**config.mk**
```make
export PLATFORM = sky130hd
export DESIGN_NAME = quad_bus_router
export DESIGN_NICKNAME = d
export VERILOG_FILES = /design/src/rtl/qbr_pkg.sv /design/src/rtl/qbr_col_counter.sv /design/src/rtl/qbr_rotator.sv /design/src/rtl/qbr_mode_decode.sv /design/src/rtl/qbr_out_stage.sv /design/src/rtl/quad_bus_router.sv
export SDC_FILE = /design/constraint.sdc
export NUM_CORES = 1
export LEC_CHECK = 0
export BUFFER_PORTS_ARGS = -buffer_cell sky130_fd_sc_hd__buf_2
export CAP_MARGIN = 20
export CORE_MARGIN = 10
export CORE_UTILIZATION = 49
export DETAILED_ROUTE_END_ITERATION = 10
export PLACE_DENSITY = 0.82
export SYNTH_ARGS = -nofsm -noshare
export SYNTH_HDL_FRONTEND = slang
export SYNTH_HIERARCHICAL = 1
export SYNTH_SLANG_ARGS = --single-unit
```
**constraint.sdc**
```tcl
create_clock -name clk -period 2.9 [get_ports clk]
set_input_delay 0.145 -clock clk [delete_from_list [all_inputs] [get_ports clk]]
set_output_delay 0.145 -clock clk [all_outputs]
set_load 0.02 [all_outputs]
```
**src/rtl/qbr_pkg.sv**
```systemverilog
package qbr_pkg;

  typedef enum logic [1:0] {
    MODE_SPREAD = 2'b00,
    MODE_ROTATE = 2'b01,
    MODE_SINGLE = 2'b10,
    MODE_RESV   = 2'b11
  } route_mode_e;

  // Bus chosen for a column: group number, plus offset when rotating.
  function automatic int unsigned lane_for(route_mode_e m, int unsigned col,
                                           int unsigned off, int unsigned grp_lg,
                                           int unsigned nbus);
    int unsigned grp;
    grp = col >> grp_lg;
    case (m)
      MODE_SPREAD: return grp & (nbus - 1);
      MODE_ROTATE: return (grp + off) & (nbus - 1);
      default:     return 0;
    endcase
  endfunction

  function automatic logic is_reserved(logic a, logic b);
    return a & b;
  endfunction

endpackage

```
**src/rtl/qbr_col_counter.sv**
```systemverilog
module qbr_col_counter #(
  parameter int COLS = 1024,
  parameter int CW   = $clog2(COLS + 2)
) (
  input  logic          clk,
  input  logic          rst_n,
  input  logic          pix_valid,
  input  logic          line_start,
  output logic [CW-1:0] cur_col,
  output logic          in_active,
  output logic          is_ref
);
  localparam logic [CW-1:0] LAST_REAL = CW'(COLS);
  localparam logic [CW-1:0] PARKED    = CW'(COLS + 1);

  logic [CW-1:0] cnt_q;
  logic [CW-1:0] nxt;

  assign cur_col   = line_start ? '0 : cnt_q;
  assign nxt       = (cur_col >= PARKED) ? PARKED : cur_col + 1'b1;
  assign in_active = pix_valid && (cur_col < LAST_REAL);
  assign is_ref    = pix_valid && (cur_col == LAST_REAL);

  always_ff @(posedge clk) begin
    if (!rst_n)         cnt_q <= PARKED;
    else if (pix_valid) cnt_q <= nxt;
  end
endmodule

```
**src/rtl/qbr_rotator.sv**
```systemverilog
module qbr_rotator #(
  parameter int NBUS = 8,
  parameter int BW   = $clog2(NBUS)
) (
  input  logic          clk,
  input  logic          rst_n,
  input  logic          frame_start,
  input  logic          lrst_n,
  output logic [BW-1:0] offset
);
  logic [BW-1:0] off_q;

  always_ff @(posedge clk) begin
    if (!rst_n || !lrst_n) off_q <= '0;
    else if (frame_start)  off_q <= off_q + 1'b1;
  end

  assign offset = off_q;
endmodule

```
**src/rtl/qbr_mode_decode.sv**
```systemverilog
module qbr_mode_decode
  import qbr_pkg::*;
(
  input  logic        clk,
  input  logic        rst_n,
  input  logic        mode_a,
  input  logic        mode_b,
  output route_mode_e mode,
  output logic        err_sticky
);
  logic err_q;

  assign mode = route_mode_e'({mode_a, mode_b});

  always_ff @(posedge clk) begin
    if (!rst_n)                          err_q <= 1'b0;
    else if (is_reserved(mode_a, mode_b)) err_q <= 1'b1;
  end

  assign err_sticky = err_q;
endmodule

```
**src/rtl/qbr_out_stage.sv**
```systemverilog
module qbr_out_stage #(
  parameter int NBUS = 8,
  parameter int DW   = 16,
  parameter int BW   = $clog2(NBUS),
  parameter int CW   = 11
) (
  input  logic               clk,
  input  logic               rst_n,
  input  logic               in_active,
  input  logic               is_ref,
  input  logic [BW-1:0]      lane,
  input  logic [CW-1:0]      cur_col,
  input  logic [DW-1:0]      pix_data,
  output logic [NBUS*DW-1:0] bus_data,
  output logic [NBUS-1:0]    bus_vld,
  output logic [BW-1:0]      bus_idx,
  output logic [CW-1:0]      col_out,
  output logic               ref_flag
);
  always_ff @(posedge clk) begin
    if (!rst_n) begin
      bus_data <= '0;
      bus_vld  <= '0;
      bus_idx  <= '0;
      col_out  <= '0;
      ref_flag <= 1'b0;
    end else begin
      for (int g = 0; g < NBUS; g++) begin
        bus_data[g*DW +: DW] <= (in_active && lane == BW'(g)) ? pix_data : '0;
        bus_vld[g]           <= in_active && lane == BW'(g);
      end
      bus_idx  <= in_active ? lane : '0;
      col_out  <= (in_active || is_ref) ? cur_col : '0;
      ref_flag <= is_ref;
    end
  end
endmodule

```
**src/rtl/quad_bus_router.sv**
```systemverilog
module quad_bus_router
  import qbr_pkg::*;
#(
  parameter int COLS = 1024,
  parameter int NBUS = 8,
  parameter int DW   = 16
) (
  input  logic                     clk,
  input  logic                     rst_n,
  input  logic                     mode_a,
  input  logic                     mode_b,
  input  logic                     lrst_n,
  input  logic                     frame_start,
  input  logic                     line_start,
  input  logic                     pix_valid,
  input  logic [DW-1:0]            pix_data,
  output logic [NBUS*DW-1:0]       bus_data,
  output logic [NBUS-1:0]          bus_vld,
  output logic [$clog2(NBUS)-1:0]  bus_idx,
  output logic [$clog2(COLS+2)-1:0] col_out,
  output logic                     ref_flag,
  output logic                     mode_err
);
  localparam int BW     = $clog2(NBUS);
  localparam int CW     = $clog2(COLS + 2);
  localparam int GROUP  = COLS / NBUS;
  localparam int GRP_LG = $clog2(GROUP);

  // Named internal events, visible to the bound checker.
  logic [CW-1:0] cur_col;
  logic          in_active;
  logic          is_ref;
  logic [BW-1:0] rot_off;
  logic [BW-1:0] lane;
  route_mode_e   mode;

  qbr_col_counter #(.COLS(COLS), .CW(CW)) u_cnt (
    .clk(clk), .rst_n(rst_n), .pix_valid(pix_valid), .line_start(line_start),
    .cur_col(cur_col), .in_active(in_active), .is_ref(is_ref)
  );

  qbr_rotator #(.NBUS(NBUS), .BW(BW)) u_rot (
    .clk(clk), .rst_n(rst_n), .frame_start(frame_start), .lrst_n(lrst_n),
    .offset(rot_off)
  );

  qbr_mode_decode u_mode (
    .clk(clk), .rst_n(rst_n), .mode_a(mode_a), .mode_b(mode_b),
    .mode(mode), .err_sticky(mode_err)
  );

  assign lane = BW'(lane_for(mode, 32'(cur_col), 32'(rot_off), GRP_LG, NBUS));

  qbr_out_stage #(.NBUS(NBUS), .DW(DW), .BW(BW), .CW(CW)) u_out (
    .clk(clk), .rst_n(rst_n), .in_active(in_active), .is_ref(is_ref),
    .lane(lane), .cur_col(cur_col), .pix_data(pix_data),
    .bus_data(bus_data), .bus_vld(bus_vld), .bus_idx(bus_idx),
    .col_out(col_out), .ref_flag(ref_flag)
  );
endmodule

```
==> results of run 1 <==
layout by cell type, fill, tap and decap left out, drive strengths merged, types with 2 or more instances in the layout:
cell,instances
buf,183
dfxtp,166
nor2,144
dlygate4sd3,21
nand4,20
clkbuf,18
nand4b,17
and2,16
inv,12
nor2b,11
nand2,9
nand2b,6
ha,5
nand3,5
a21oi,4
clkinvlp,4
nor3,4
and3,4
mux2i,3
clkinv,3
o21ai,3
nand3b,3
o21a,3
a31oi,3
xor2,2
bufinv,2
or4,2
o31ai,2
xnor2,2
o22ai,2
flip-flops by register name (all words and copies together), names as in the netlist:
| signal | flops |
|---|---|
| u_out/col_out | 11 |
| u_cnt/cnt_q | 11 |
| u_rot/offset | 3 |
| u_out/bus_idx | 3 |
| u_out/bus_vld | 8 |
| u_out/bus_data | 128 |
| u_out/ref_flag | 1 |
| u_mode/err_sticky | 1 |
final timing paths:
path,to,cells after the start,startpoint,slack (ps)
setup reg to reg,u_out/bus_data[108]$_SDFF_PN0_,9,u_cnt/cnt_q[7]$_SDFFE_PN0P_,400
setup / recovery,u_out/bus_data[108]$_SDFF_PN0_,9,u_cnt/cnt_q[7]$_SDFFE_PN0P_,400
hold reg to reg,u_cnt/cnt_q[9]$_SDFFE_PN0P_,2,u_cnt/cnt_q[9]$_SDFFE_PN0P_,490
hold / removal,u_out/bus_data[92]$_SDFF_PN0_,3,pix_data[12],40
layout make-up:
type                       count  area share [%]
multi-input combinational    287            23.3
clock inverter                14            2.40
sequential                   166            48.3
clock buffer                  18            6.22
tap                          136            2.47
antenna                        1          0.0364
timing repair buffer         204            16.9
inverter                       7           0.382
worst reg2reg max path, cell delays in order, from the launching register on:
cell and delay [ps]:
dfxtp_1 340, nor2b_1 190, ha_1 230, fa_1 380, xor2_1 170, a21oi_1 150
a31o_1 110, buf_4 310, nand4_1 310, nor2_1 230
through the flow:
stage	hold WS (ps)	power, mW	instance area, um^2
floorplan	225	2.45	5150
global route	20.0	4.84	6880
CTS	0.915	4.72	6870
finish	42.0	4.71	6880
detailed placement	440	2.51	6070
global placement	422	2.51	6070
per-layer routing:
| layer | vias to the layer above | global-route usage (%) | wire (um) |
|---|---|---|---|
| li1 | 1995 | - | - |
| met1 | 2090 | 21.7 | 5740 |
| met2 | 187 | 37.7 | 8520 |
| met3 | 34 | 5.92 | 1220 |
| met4 | 0 | 10.1 | 414 |
| met5 | - | 0 | 0 |
logic make-up after synthesis:
logic type	count (synthesis)	synth area share (%)
AND/OR/NAND/NOR	248	23.9
adder cells (fa/ha/maj)	6	1.60
multiplexers	4	0.801
XOR/XNOR	4	0.680
buffers and inverters	38	4.47
AO/OA/AOI/OAI	25	4.08
flip-flops	166	64.5
power by group:
group	leakage (nW)	internal [mW]	switching [mW]	total (mW)
logic	1.62	0.0674	0.115	0.183
registers	1.34	2.29	0.00925	2.30
clock network	0.278	1.27	0.952	2.22
total	3.24	3.63	1.08	4.71
==> flow_metrics.tcl, run 1 <==
set metrics [dict create \
    dp.cells 779 \
    clockBufferDepth 2 \
    synth_edf_count 0 \
    fillers 799 \
    ys.flop_type "dfxtp_1" \
    ys_ff_latch 166 \
    grt_start_max_net_pins 48 \
    root_buffer "clkbuf_8" \
    cap_violations 0 \
    worst_ep_required_time_ps 3350 \
    rsz0062_at_grt "false" \
    pwr_density_cell_nw_per_um2 685 \
    worst_slack_ps 397 \
    drc 0 \
    multiInputGateArea_um2 1600 \
    tritoncts "built" \
    ctsResizeCount 0 \
    cts_max_level 4 \
    gp_congestion 0.865 \
    ctsHoldBuffers 21 \
    syn-cell-area_um2 5150 \
    vias 4306 \
    syn_inst 491 \
    antenna_found_initial 1 \
    report.final.setup_viol 0 \
    clkLatencyLatePin_ps 530 \
    critPathLaunchType "register" \
    wl_um 15900 \
    synth.most_common_cell "dfxtp_1" \
    ir_drop_mv 0.373 \
    regArea_um2 3320 \
    yosys_warnings 6 \
    period_share_pct 86.3 \
    avgSynthCellArea_um2 10.5 \
    synth_area_leaders "dfxtp_1 64%, nor2_1 10%, nand4b_1 2.9%" \
    wl_per_cell_um 19.1 \
    drv_slew 0 \
    drt_pass1_iterations 7 \
    area_growth_pct 33.4 \
    clock_skew_ps 11.7 \
    grtUsageTotal_pct 20.8 \
    slew_headroom_pct 41.6 \
    grt_pass1_vias 4373 \
    layout-drive-gt1-share_pct 32.8 \
    cp_slowest_cell "fa_1" \
    synth_top_cells_by_count "166 x dfxtp_1, 144 x nor2_1, 20 x nand4_1" \
    fin_util_pct 66.9 \
    fin_nets 713 \
    dieArea_um2 15000 \
    place_ws_ps 447 \
    critPathMaxStageDelay_ps 380 \
    path_cells "nor2b_1 -> ha_1 -> fa_1 -> xor2_1 -> a21oi_1 -> a31o_1 -> buf_4 -> nand4_1 -> nor2_1" \
    grt_pass1_wl_um 24100 \
    status "completed" \
    rows 37 \
    crit_fanout 34 \
    clock_sinks 166 \
    gr-total-overflow 0 \
    start_util_pct 50.2 \
    cp-end-kind "register" \
    io_buffer_count 175 \
    cts_setup_buffers 0 \
    cp.arrival_ps 2950 \
    die_y_um 123 \
    drt_first_iter_violations 408 \
    power_leakage_nw 3.24 \
    final_cells 833 \
    crit_buf_inv 1 \
    synth_seq_area_share_pct 64.5 \
    final_antenna_net_count 0 \
    async_flop_share_pct 0 \
    synth_top_area_cell "dfxtp_1" \
    synth_nets 521 \
    fin_setup_tns_ps 0 \
    worst_pin_slew_ps 877 \
    io_pins 176 \
    routed_via_density 5.17 \
    critPathKind "register to register" \
    hp-class "primary input to register" \
    fin_crit_ps 2500 \
    core_area_um2 10300 \
    synth.distinct_cells 51 \
    cp_top_family "simple AND/OR/NAND/NOR gates" \
    max_freq_ghz 0.400 \
    chipWidth_um 123 \
    hold_viol_final 0 \
    dp_hpwl_um 10800 \
    clk_pin_slew_ps 70 \
    synth_top_area_share_pct 64.5 \
    cts_buffers 17 \
]
Power figures use the tool's default switching activity.
==> run 2: changes to the inputs <==
--- a/config.mk
+++ b/config.mk
@@ -8,9 +8,9 @@
 export BUFFER_PORTS_ARGS = -buffer_cell sky130_fd_sc_hd__buf_2
 export CAP_MARGIN = 20
 export CORE_MARGIN = 10
-export CORE_UTILIZATION = 49
+export CORE_UTILIZATION = 38
 export DETAILED_ROUTE_END_ITERATION = 10
-export PLACE_DENSITY = 0.82
+export PLACE_DENSITY = 0.67
 export SYNTH_ARGS = -nofsm -noshare
 export SYNTH_HDL_FRONTEND = slang
 export SYNTH_HIERARCHICAL = 1
==> flow_metrics.tcl, run 2 (same netlist as run 1, synthesis figures left out) <==
set metrics [dict create \
    io_buffer_count 175 \
    grt_pass1_wl_um 22700 \
    cts_max_level 4 \
    ir_drop_mv 0.394 \
    start_util_pct 38.9 \
    area_growth_pct 31.2 \
    grt_pass1_vias 4128 \
    cts_buffers 17 \
    max_freq_ghz 0.400 \
    wl_per_cell_um 17.6 \
    slew_headroom_pct 42.9 \
    antenna_found_initial 2 \
    cap_violations 0 \
    cp.arrival_ps 2850 \
    drc 0 \
    stdcell_area_um2 6770 \
    fin_nets 693 \
    fillers 1220 \
    grt_start_max_net_pins 48 \
    report.final.setup_viol 0 \
    core_area_um2 13200 \
    hold_viol_final 0 \
    largest_register_ffs 128 \
    layout-drive-gt1-share_pct 33.3 \
    final_cell_mix "175 x buf_2, 166 x dfxtp_1, 144 x nor2_1" \
    clock_sinks 166 \
    root_buffer "clkbuf_16" \
    worst_pin_slew_ps 856 \
    dieArea_um2 18600 \
    power_leakage_nw 3.17 \
    die_y_um 136 \
    period_share_pct 86.2 \
    pwr_density_cell_nw_per_um2 714 \
    chipWidth_um 136 \
    cp-end-kind "register" \
    worst_ep_required_time_ps 3250 \
    drt_first_iter_violations 267 \
    status "completed" \
    path_cells "nor2b_1 -> ha_1 -> fa_1 -> xor2_1 -> a21oi_1 -> a31o_1 -> buf_4 -> nand4b_1 -> nor2_1" \
    placed_area_um2 6120 \
    layout_commonest_cell "buf_2" \
    fin_crit_ps 2500 \
    regMostFlops "u_out/bus_data" \
    gr-total-overflow 0 \
    vias 4090 \
    rsz0062_at_grt "false" \
    grtUsageTotal_pct 15.8 \
    clock_skew_ps 12.3 \
    routed_via_density 4.79 \
    clk_pin_slew_ps 60 \
    crit_buf_inv 1 \
    critPathMaxStageDelay_ps 370 \
    drt_pass1_iterations 4 \
    io_pins 176 \
    final_antenna_net_count 0 \
    top_regs "u_out/bus_data (128), u_cnt/cnt_q (11), u_out/col_out (11)" \
    gp_congestion 0.847 \
    drv_slew 0 \
    cp_slowest_cell "fa_1" \
    rows 42 \
    wl_um 15000 \
    clockBufferDepth 2 \
    ctsResizeCount 0 \
    tritoncts "built" \
    critPathLaunchType "register" \
    hp-class "primary input to register" \
    crit_fanout 34 \
    critPathKind "register to register" \
    cp_top_family "simple AND/OR/NAND/NOR gates" \
    fin_setup_tns_ps 0 \
    clkLatencyLatePin_ps 420 \
    dp_hpwl_um 10900 \
]
run 2: cell types whose count changed in the layout (fill, tap and decap cells not counted), sizes merged:
cell / before / now
clkbuf: 18 / 22
dlygate4sd3: 21 / 1
clkinvlp: 4 / 3
inv: 12 / 8
bufinv: 2 / 4
clkinv: 3 / 2
run 2: power by group:
group,internal (mW),switching [mW]
registers,2.30,0.00914
clock network,1.49,0.875
logic,0.0515,0.108
run 2: layer usage:
metal,up-vias,GRT usage [%],share of wire [%]
met5,-,0,0.087
met4,2,6.15,1.7
met3,26,6.27,9.8
li1,1956,-,-
met2,171,27.0,50
met1,1935,17.3,39
run 2: worst paths after layout:
path                                                   from                           end  slack [ps]  depth (start not counted)
worst max-delay path            u_cnt/cnt_q[7]$_SDFFE_PN0P_  u_out/bus_data[5]$_SDFF_PN0_         400                          9
worst min-delay path                            frame_start  u_rot/offset[2]$_SDFFE_PP0P_          40                          3
worst max register to register  u_cnt/cnt_q[7]$_SDFFE_PN0P_  u_out/bus_data[5]$_SDFF_PN0_         400                          9
worst min register to register  u_cnt/cnt_q[8]$_SDFFE_PN0P_   u_cnt/cnt_q[8]$_SDFFE_PN0P_         470                          2
run 2: final cells by class:
class                   instances  area (um^2)  share of cell area, %
clock buffers                  22          464                   6.86
diodes                          1         2.50                 0.0370
repair buffers                184          958                   14.2
multi-input cells             287         1600                   23.7
clock inverters                10          169                   2.50
flip-flops and latches        166         3320                   49.1
well taps                     176          220                   3.26
inverters                       7         26.3                  0.388
run 2: stage by stage:
| step | total power, mW | worst slack (ps) | utilization, % | cells | hold slack, ps |
|---|---|---|---|---|---|
| 6_report | 4.83 | 400 | 51.1 | 853 | 42.7 |
| 5_1_grt | 4.97 | 217 | 51.1 | 852 | 45.8 |
| 4_1_cts | 4.87 | 397 | 51.1 | 852 | 30.1 |
| 3_5_place_dp | 2.51 | 382 | 46.2 | 819 | 431 |
| 3_3_place_gp | 2.51 | 417 | 46.2 | 819 | 418 |
| 2_1_floorplan | 2.45 | 827 | - | 491 | 225 |
run 2: repair_timing:
| item | 4_1_cts | 5_1_grt |
|---|---|---|
| setup endpoints to repair | 0 | 0 |
| hold buffers | 1 | 0 |
| endpoints found under the hold margin | 3 | 0 |
| setup buffers | 0 | 0 |
run 2: worst min-delay path, stage by stage:
cell,delay [ps]
buf_2,130
nand3b_1,80
a21oi_1,60
